===== src/rtl/hbridge_pkg.sv =====
package hbridge_pkg;

    localparam int NUM_HALF = 2;

    // synchronised per-half-bridge view of the inputs
    typedef struct packed {
        logic dir;
        logic en;
        logic pwm;
        logic test;
        logic fault;
        logic open;
        logic uv;
    } hb_in_t;

endpackage


===== src/rtl/hb_sync.sv =====
module hb_sync #(
    parameter int WIDTH  = 8,
    parameter int STAGES = 2
) (
    input  logic             clk,
    input  logic             rst_n,
    input  logic [WIDTH-1:0] d,
    output logic [WIDTH-1:0] q
);

    logic [WIDTH-1:0] stage_q [STAGES];

    always_ff @(posedge clk or negedge rst_n) begin
        if (!rst_n) begin
            for (int i = 0; i < STAGES; i++) stage_q[i] <= '0;
        end else begin
            stage_q[0] <= d;
            for (int i = 1; i < STAGES; i++) stage_q[i] <= stage_q[i-1];
        end
    end

    assign q = stage_q[STAGES-1];

endmodule


===== src/rtl/hb_half.sv =====
module hb_half
    import hbridge_pkg::*;
#(
    parameter int DEAD_CYC = 50000
) (
    input  logic   clk,
    input  logic   rst_n,
    input  hb_in_t in_s,
    output logic   hs,
    output logic   ls,
    output logic   pd
);

    localparam int CW = $clog2(DEAD_CYC + 1);
    localparam logic [CW-1:0] DEAD_V = CW'(DEAD_CYC);

    typedef struct packed {
        logic          flt;
        logic          dir_prev;
        logic [CW-1:0] cnt;
        logic          hs;
        logic          ls;
        logic          pd;
    } half_st_t;

    half_st_t st_d, st_q;
    logic     rise, live, hs_want, ls_want;

    always_comb begin
        st_d          = st_q;
        rise          = in_s.dir & ~st_q.dir_prev;
        st_d.dir_prev = in_s.dir;

        // a present fault wins over a release edge
        if (in_s.fault)  st_d.flt = 1'b1;
        else if (rise)   st_d.flt = 1'b0;

        live    = in_s.en & ~st_q.flt & ~in_s.fault & ~in_s.uv;
        hs_want = live & in_s.dir;
        ls_want = live & ~in_s.dir & ~in_s.test;

        if (!ls_want)             st_d.cnt = '0;
        else if (st_q.cnt != DEAD_V) st_d.cnt = st_q.cnt + 1'b1;

        st_d.hs = hs_want;
        st_d.ls = ls_want & in_s.pwm & (st_q.cnt == DEAD_V);
        st_d.pd = st_d.flt | (in_s.test & hs_want & in_s.open);
    end

    always_ff @(posedge clk or negedge rst_n) begin
        if (!rst_n) st_q <= '0;
        else        st_q <= st_d;
    end

    assign hs = st_q.hs;
    assign ls = st_q.ls;
    assign pd = st_q.pd;

    a_r6_no_shoot_through: assert property (@(posedge clk) disable iff (!rst_n)
        !(st_q.hs && st_q.ls));

    a_r7_pwm_gates_low: assert property (@(posedge clk) disable iff (!rst_n)
        !in_s.pwm |=> !st_q.ls);

    a_r8_fault_off_flag: assert property (@(posedge clk) disable iff (!rst_n)
        in_s.fault |=> (st_q.pd && !st_q.hs && !st_q.ls));

    a_r9_release_on_rise: assert property (@(posedge clk) disable iff (!rst_n)
        $fell(st_q.flt) |-> st_q.dir_prev);

    a_r10_uv_all_off: assert property (@(posedge clk) disable iff (!rst_n)
        in_s.uv |=> (!st_q.hs && !st_q.ls));

    a_r11_dead_elapsed: assert property (@(posedge clk) disable iff (!rst_n)
        $rose(st_q.ls) |-> (st_q.cnt == DEAD_V));

    a_r12_test_no_gate: assert property (@(posedge clk) disable iff (!rst_n)
        in_s.test |=> !st_q.ls);

endmodule


===== src/rtl/hbridge_ctrl.sv =====
module hbridge_ctrl
    import hbridge_pkg::*;
#(
    parameter int DEAD_CYC    = 50000,
    parameter int SYNC_STAGES = 2
) (
    input  logic clk,
    input  logic rst_n,
    input  logic dir_a,
    input  logic dir_b,
    input  logic en_a,
    input  logic en_b,
    input  logic pwm,
    input  logic test_mode,
    input  logic ot_a,
    input  logic ot_b,
    input  logic sat_a,
    input  logic sat_b,
    input  logic open_a,
    input  logic open_b,
    input  logic uv,
    output logic hs_a,
    output logic hs_b,
    output logic ls_a,
    output logic ls_b,
    output logic pd_a,
    output logic pd_b
);

    localparam int SW = 13;

    logic [SW-1:0]       raw, syn;
    logic [NUM_HALF-1:0] dir_v, en_v, fault_v, open_v, hs_v, ls_v, pd_v;
    logic                pwm_s, test_s, uv_s;

    assign raw = {dir_b, dir_a, en_b, en_a, ot_b | sat_b, ot_a | sat_a,
                  open_b, open_a, pwm, test_mode, uv, 2'b00};

    hb_sync #(.WIDTH(SW), .STAGES(SYNC_STAGES)) i_sync (
        .clk  (clk),
        .rst_n(rst_n),
        .d    (raw),
        .q    (syn)
    );

    assign dir_v   = syn[12:11];
    assign en_v    = syn[10:9];
    assign fault_v = syn[8:7];
    assign open_v  = syn[6:5];
    assign pwm_s   = syn[4];
    assign test_s  = syn[3];
    assign uv_s    = syn[2];

    for (genvar h = 0; h < NUM_HALF; h++) begin : g_half
        hb_in_t hin;
        always_comb begin
            hin.dir   = dir_v[h];
            hin.en    = en_v[h];
            hin.pwm   = pwm_s;
            hin.test  = test_s;
            hin.fault = fault_v[h];
            hin.open  = open_v[h];
            hin.uv    = uv_s;
        end
        hb_half #(.DEAD_CYC(DEAD_CYC)) i_half (
            .clk  (clk),
            .rst_n(rst_n),
            .in_s (hin),
            .hs   (hs_v[h]),
            .ls   (ls_v[h]),
            .pd   (pd_v[h])
        );
    end

    assign hs_a = hs_v[0];
    assign hs_b = hs_v[1];
    assign ls_a = ls_v[0];
    assign ls_b = ls_v[1];
    assign pd_a = pd_v[0];
    assign pd_b = pd_v[1];

    a_r4_standby_off: assert property (@(posedge clk) disable iff (!rst_n)
        (!en_v[0] && !en_v[1]) |=> (hs_v == '0 && ls_v == '0));

endmodule


===== config.mk =====
export PLATFORM = sky130hd
export DESIGN_NAME = hbridge_ctrl
export DESIGN_NICKNAME = d
export VERILOG_FILES = /design/src/rtl/hbridge_pkg.sv /design/src/rtl/hb_sync.sv /design/src/rtl/hb_half.sv /design/src/rtl/hbridge_ctrl.sv
export SDC_FILE = /design/constraint.sdc
export NUM_CORES = 1
export LEC_CHECK = 0
export CAP_MARGIN = 10
export CELL_PAD_IN_SITES_DETAIL_PLACEMENT = 1
export CELL_PAD_IN_SITES_GLOBAL_PLACEMENT = 2
export CORE_MARGIN = 1.5
export CORE_UTILIZATION = 41
export CTS_CLUSTER_DIAMETER = 80
export DETAILED_ROUTE_END_ITERATION = 7
export PLACE_DENSITY = 0.92
export SLEW_MARGIN = 20
export SYNTH_ARGS = -nofsm -noshare
export SYNTH_HDL_FRONTEND = slang
export SYNTH_SLANG_ARGS = --single-unit
export TNS_END_PERCENT = 1

===== constraint.sdc =====
create_clock -name clk -period 2.76 [get_ports clk]
set_input_delay 0.552 -clock clk [delete_from_list [all_inputs] [get_ports clk]]
set_output_delay 0.552 -clock clk [all_outputs]
set_load 0.05 [all_outputs]

==> results.toml <==
[synth]
synth.distinct_cells = 30
synth_edf_count = 0
syn_nets = 244
synth.ff_latch_count = 64
synth_area_per_cell_um2 = 11.5
async_flop_share_pct = 100
ys_warn_count = 0
synthCells = 225
seq_area_frac_synth_pct = 61.8
netlist_area_um2 = 2590
ys.flop_type = "dfrtp_1"

[placed_design]
gp_congestion = 0.823
io_buffers = 20
place_hpwl_um = 3710
pre_cts_ws_ns = 0.864
dpl.cell_count = 317

[sta]
setup_violations = 0
rsz0062_at_grt = "no"
fmax_ghz = 0.484
finalCritPeriodShare_pct = 74.8
finalMaxSlewViolations = 0
hold_viol_final = 0
setup_tns_ns = 0
clock_skew_ns = 0.0151
worst_pin_slew_ns = 0.626
slew_headroom_pct = 58.3
layout_setup_ws_ns = 0.695
layout_min_cycle_time_ns = 2.07
holdWs_ns = 0.212

[worst_setup_path]
start_kind = "flip-flop"
cp_data_arrival_time_ns = 1.51
cp-end-kind = "primary output"
critical_path_buf_inv_count = 1
r2r_setup_slack_ns = 0.88
crit_slowest_cell = "clkdlybuf4s50_1"
crit_type = "reg2out"
crit_end = "pd_a"
cp_num_cells = 1
crit_fanout = 1
r2r-end = "g_half[0].i_half.st_q[16]"
slowest_delay_ns = 0.82
crit_path_cell_trace = "clkdlybuf4s50_1"
ff2ff_path_depth = 4
startpoint = "g_half[0].i_half.pd"
r2r-start = "g_half[0].i_half.st_q[5]"
cp.required_ns = 2.21
cp_top_family = "buffers and inverters"

[cells_and_area]
area_growth_pct = 20.0
multi_input_area_um2 = 927
regArea_um2 = 1600
diodes = 0
final_cells = 333
nets = 272
drive_gt1_share_pct = 11.2
n_fill_cell = 639

[job]
maxCapViolCount = 0

[drt]
drc = 0
drt_iter0_drc = 49
firstDrtPassIters = 4
ant_nets = 0
num_vias = 1780
wl_um = 5340
wl_per_cell_um = 16.0
via_per_inst = 5.35

[clocking]
clk_latency_ns = 0.35
clk_pin_slew_ns = 0.08
cts_resized = 0
cts_buffers = 9
cts_tree = "built"
clockBufferDepth = 2
hold_buffers = 0
cts_setup_buffers = 0
root_buffer = "clkbuf_8"
cts-htree-levels = 3
clock_sinks = 64

[grt]
gr-usage-all-layers_pct = 19.1
grt_max_degree = 39
grt_pass1_wl_um = 9330
grt_pass1_vias = 1957
antenna_found_initial = 0
overflow = 0

[floorplanning]
pin_count = 21
die_y_um = 82.5
start_util_pct = 43.0
dieWidth_um = 82.5
die_area_um2 = 6810
rows = 28
core_area_um2 = 6030

[power]
power_switching_mw = 0.435
clock_power_share_pct = 47.4
swShare_pct = 22.5
power_frac_comb_pct = 2.7
ir_worst_vdd_uv = 478
intPower_mw = 1.50
p_leak_nw = 1.19
pwr-share-seq_pct = 49.9
p_per_area_nw_per_um2 = 622

[outcome]
status = "finished clean"

[min_path]
holdCritPathClass = "in2async"
==> registers in the layout (all words and copies together) (netlist names) <==
| signal | flops |
|---|---|
| g_half.i_half.hs | 2 |
| g_half.i_half.ls | 2 |
| g_half.i_half.pd | 2 |
| g_half.i_half.st_q | 36 |
| i_sync.q | 11 |
| i_sync.stage_q | 11 |
==> how the worst min path moves through the flow <==
| stage | depth (start not counted) | slack (ns) | to | start |
|---|---|---|---|---|
| CTS | 1 | 0.22 | g_half[0].i_half.pd | rst_n |
| detailed placement | 0 | 0.34 | i_sync.q[8] | i_sync.stage_q[21] |
| global placement | 0 | 0.33 | i_sync.q[8] | i_sync.stage_q[21] |
| finish | 1 | 0.21 | g_half[0].i_half.pd | rst_n |
| global route | 1 | 0.25 | g_half[0].i_half.pd | rst_n |
| floorplan | 0 | 0.26 | g_half[0].i_half.hs | rst_n |
==> power groups by stage <==
stage                     Clock [mW]  Combinational [mW]  Sequential (mW)
after floorplan                    0             0.00554            0.984
after global placement             0              0.0518            0.982
final                          0.917              0.0524            0.966
after detailed placement           0              0.0541            0.985
after CTS                      0.947              0.0546            0.966
after global routing           0.981              0.0587            0.968
==> cell usage after synthesis, types with 3 or more instances <==
| cell | count | share of area (%) |
|---|---|---|
| xor2_1 | 5 | 1.7 |
| o21ai_0 | 12 | 2.3 |
| inv_1 | 12 | 1.7 |
| a21oi_1 | 11 | 2.1 |
| nand2_1 | 8 | 1.2 |
| dfrtp_1 | 64 | 62 |
| nand2b_1 | 3 | 0.72 |
| nor2_1 | 24 | 3.5 |
| or4_1 | 3 | 0.87 |
| nand3_1 | 13 | 2.5 |
| xnor2_1 | 14 | 4.7 |
| nor3_1 | 7 | 1.4 |
| or4b_1 | 3 | 1.2 |
| or3_1 | 13 | 3.1 |
| nor4_1 | 4 | 0.97 |
| ha_1 | 4 | 1.9 |
| nand4_1 | 4 | 0.97 |
==> placed cells by master (no fill, tap or decap), types with 4 or more instances in the layout <==
master / netlist / layout
a21oi_1: 11 / 11
clkbuf_8: 0 / 9
clkdlybuf4s50_1: 0 / 19
dfrtp_1: 64 / 64
ha_1: 4 / 4
inv_1: 12 / 12
nand2_1: 8 / 8
nand3_1: 13 / 13
nand4_1: 4 / 4
nor2_1: 24 / 24
nor3_1: 7 / 7
nor4_1: 4 / 4
o21ai_0: 12 / 12
or3_1: 13 / 13
xnor2_1: 14 / 14
xor2_1: 5 / 5
==> layer usage <==
metal / part of all wire, % / routed length (µm) / global-route usage, % / vias to the layer above
met5: 0 / 0 / 0 / -
met3: 3.4 / 181 / 5.71 / 12
met4: 2.5 / 135 / 8.67 / 0
li1: - / - / - / 838
met1: 45 / 2400 / 24.7 / 896
met2: 49 / 2630 / 29.5 / 34
==> per-stage QoR <==
step / utilization, % / cell area, µm² / total power [mW]
2_1_floorplan: - / 2590 / 0.990
3_3_place_gp: 47.8 / 2880 / 1.03
3_5_place_dp: 47.8 / 2880 / 1.04
4_1_cts: 51.6 / 3110 / 1.97
5_1_grt: 51.6 / 3110 / 2.01
6_report: 51.6 / 3110 / 1.94
==> cell families after synthesis <==
kind of cell | Yosys count | synth area share [%]
flip-flops | 64 | 61.8
AND/OR/NAND/NOR | 95 | 21.5
buffers and inverters | 16 | 2.41
adder cells (fa/ha/maj) | 4 | 1.93
multiplexers | 2 | 0.773
AO/OA/AOI/OAI | 25 | 5.12
XOR/XNOR | 19 | 6.42
==> layout make-up <==
class,instances,area share (%)
tap,75,3.02
clock inverter,7,3.34
clock buffer,9,3.98
sequential,64,51.5
inverter,12,1.45
timing repair buffer,21,6.92
multi-input combinational,145,29.8
No activity file was read; power rests on OpenSTA's default activity.
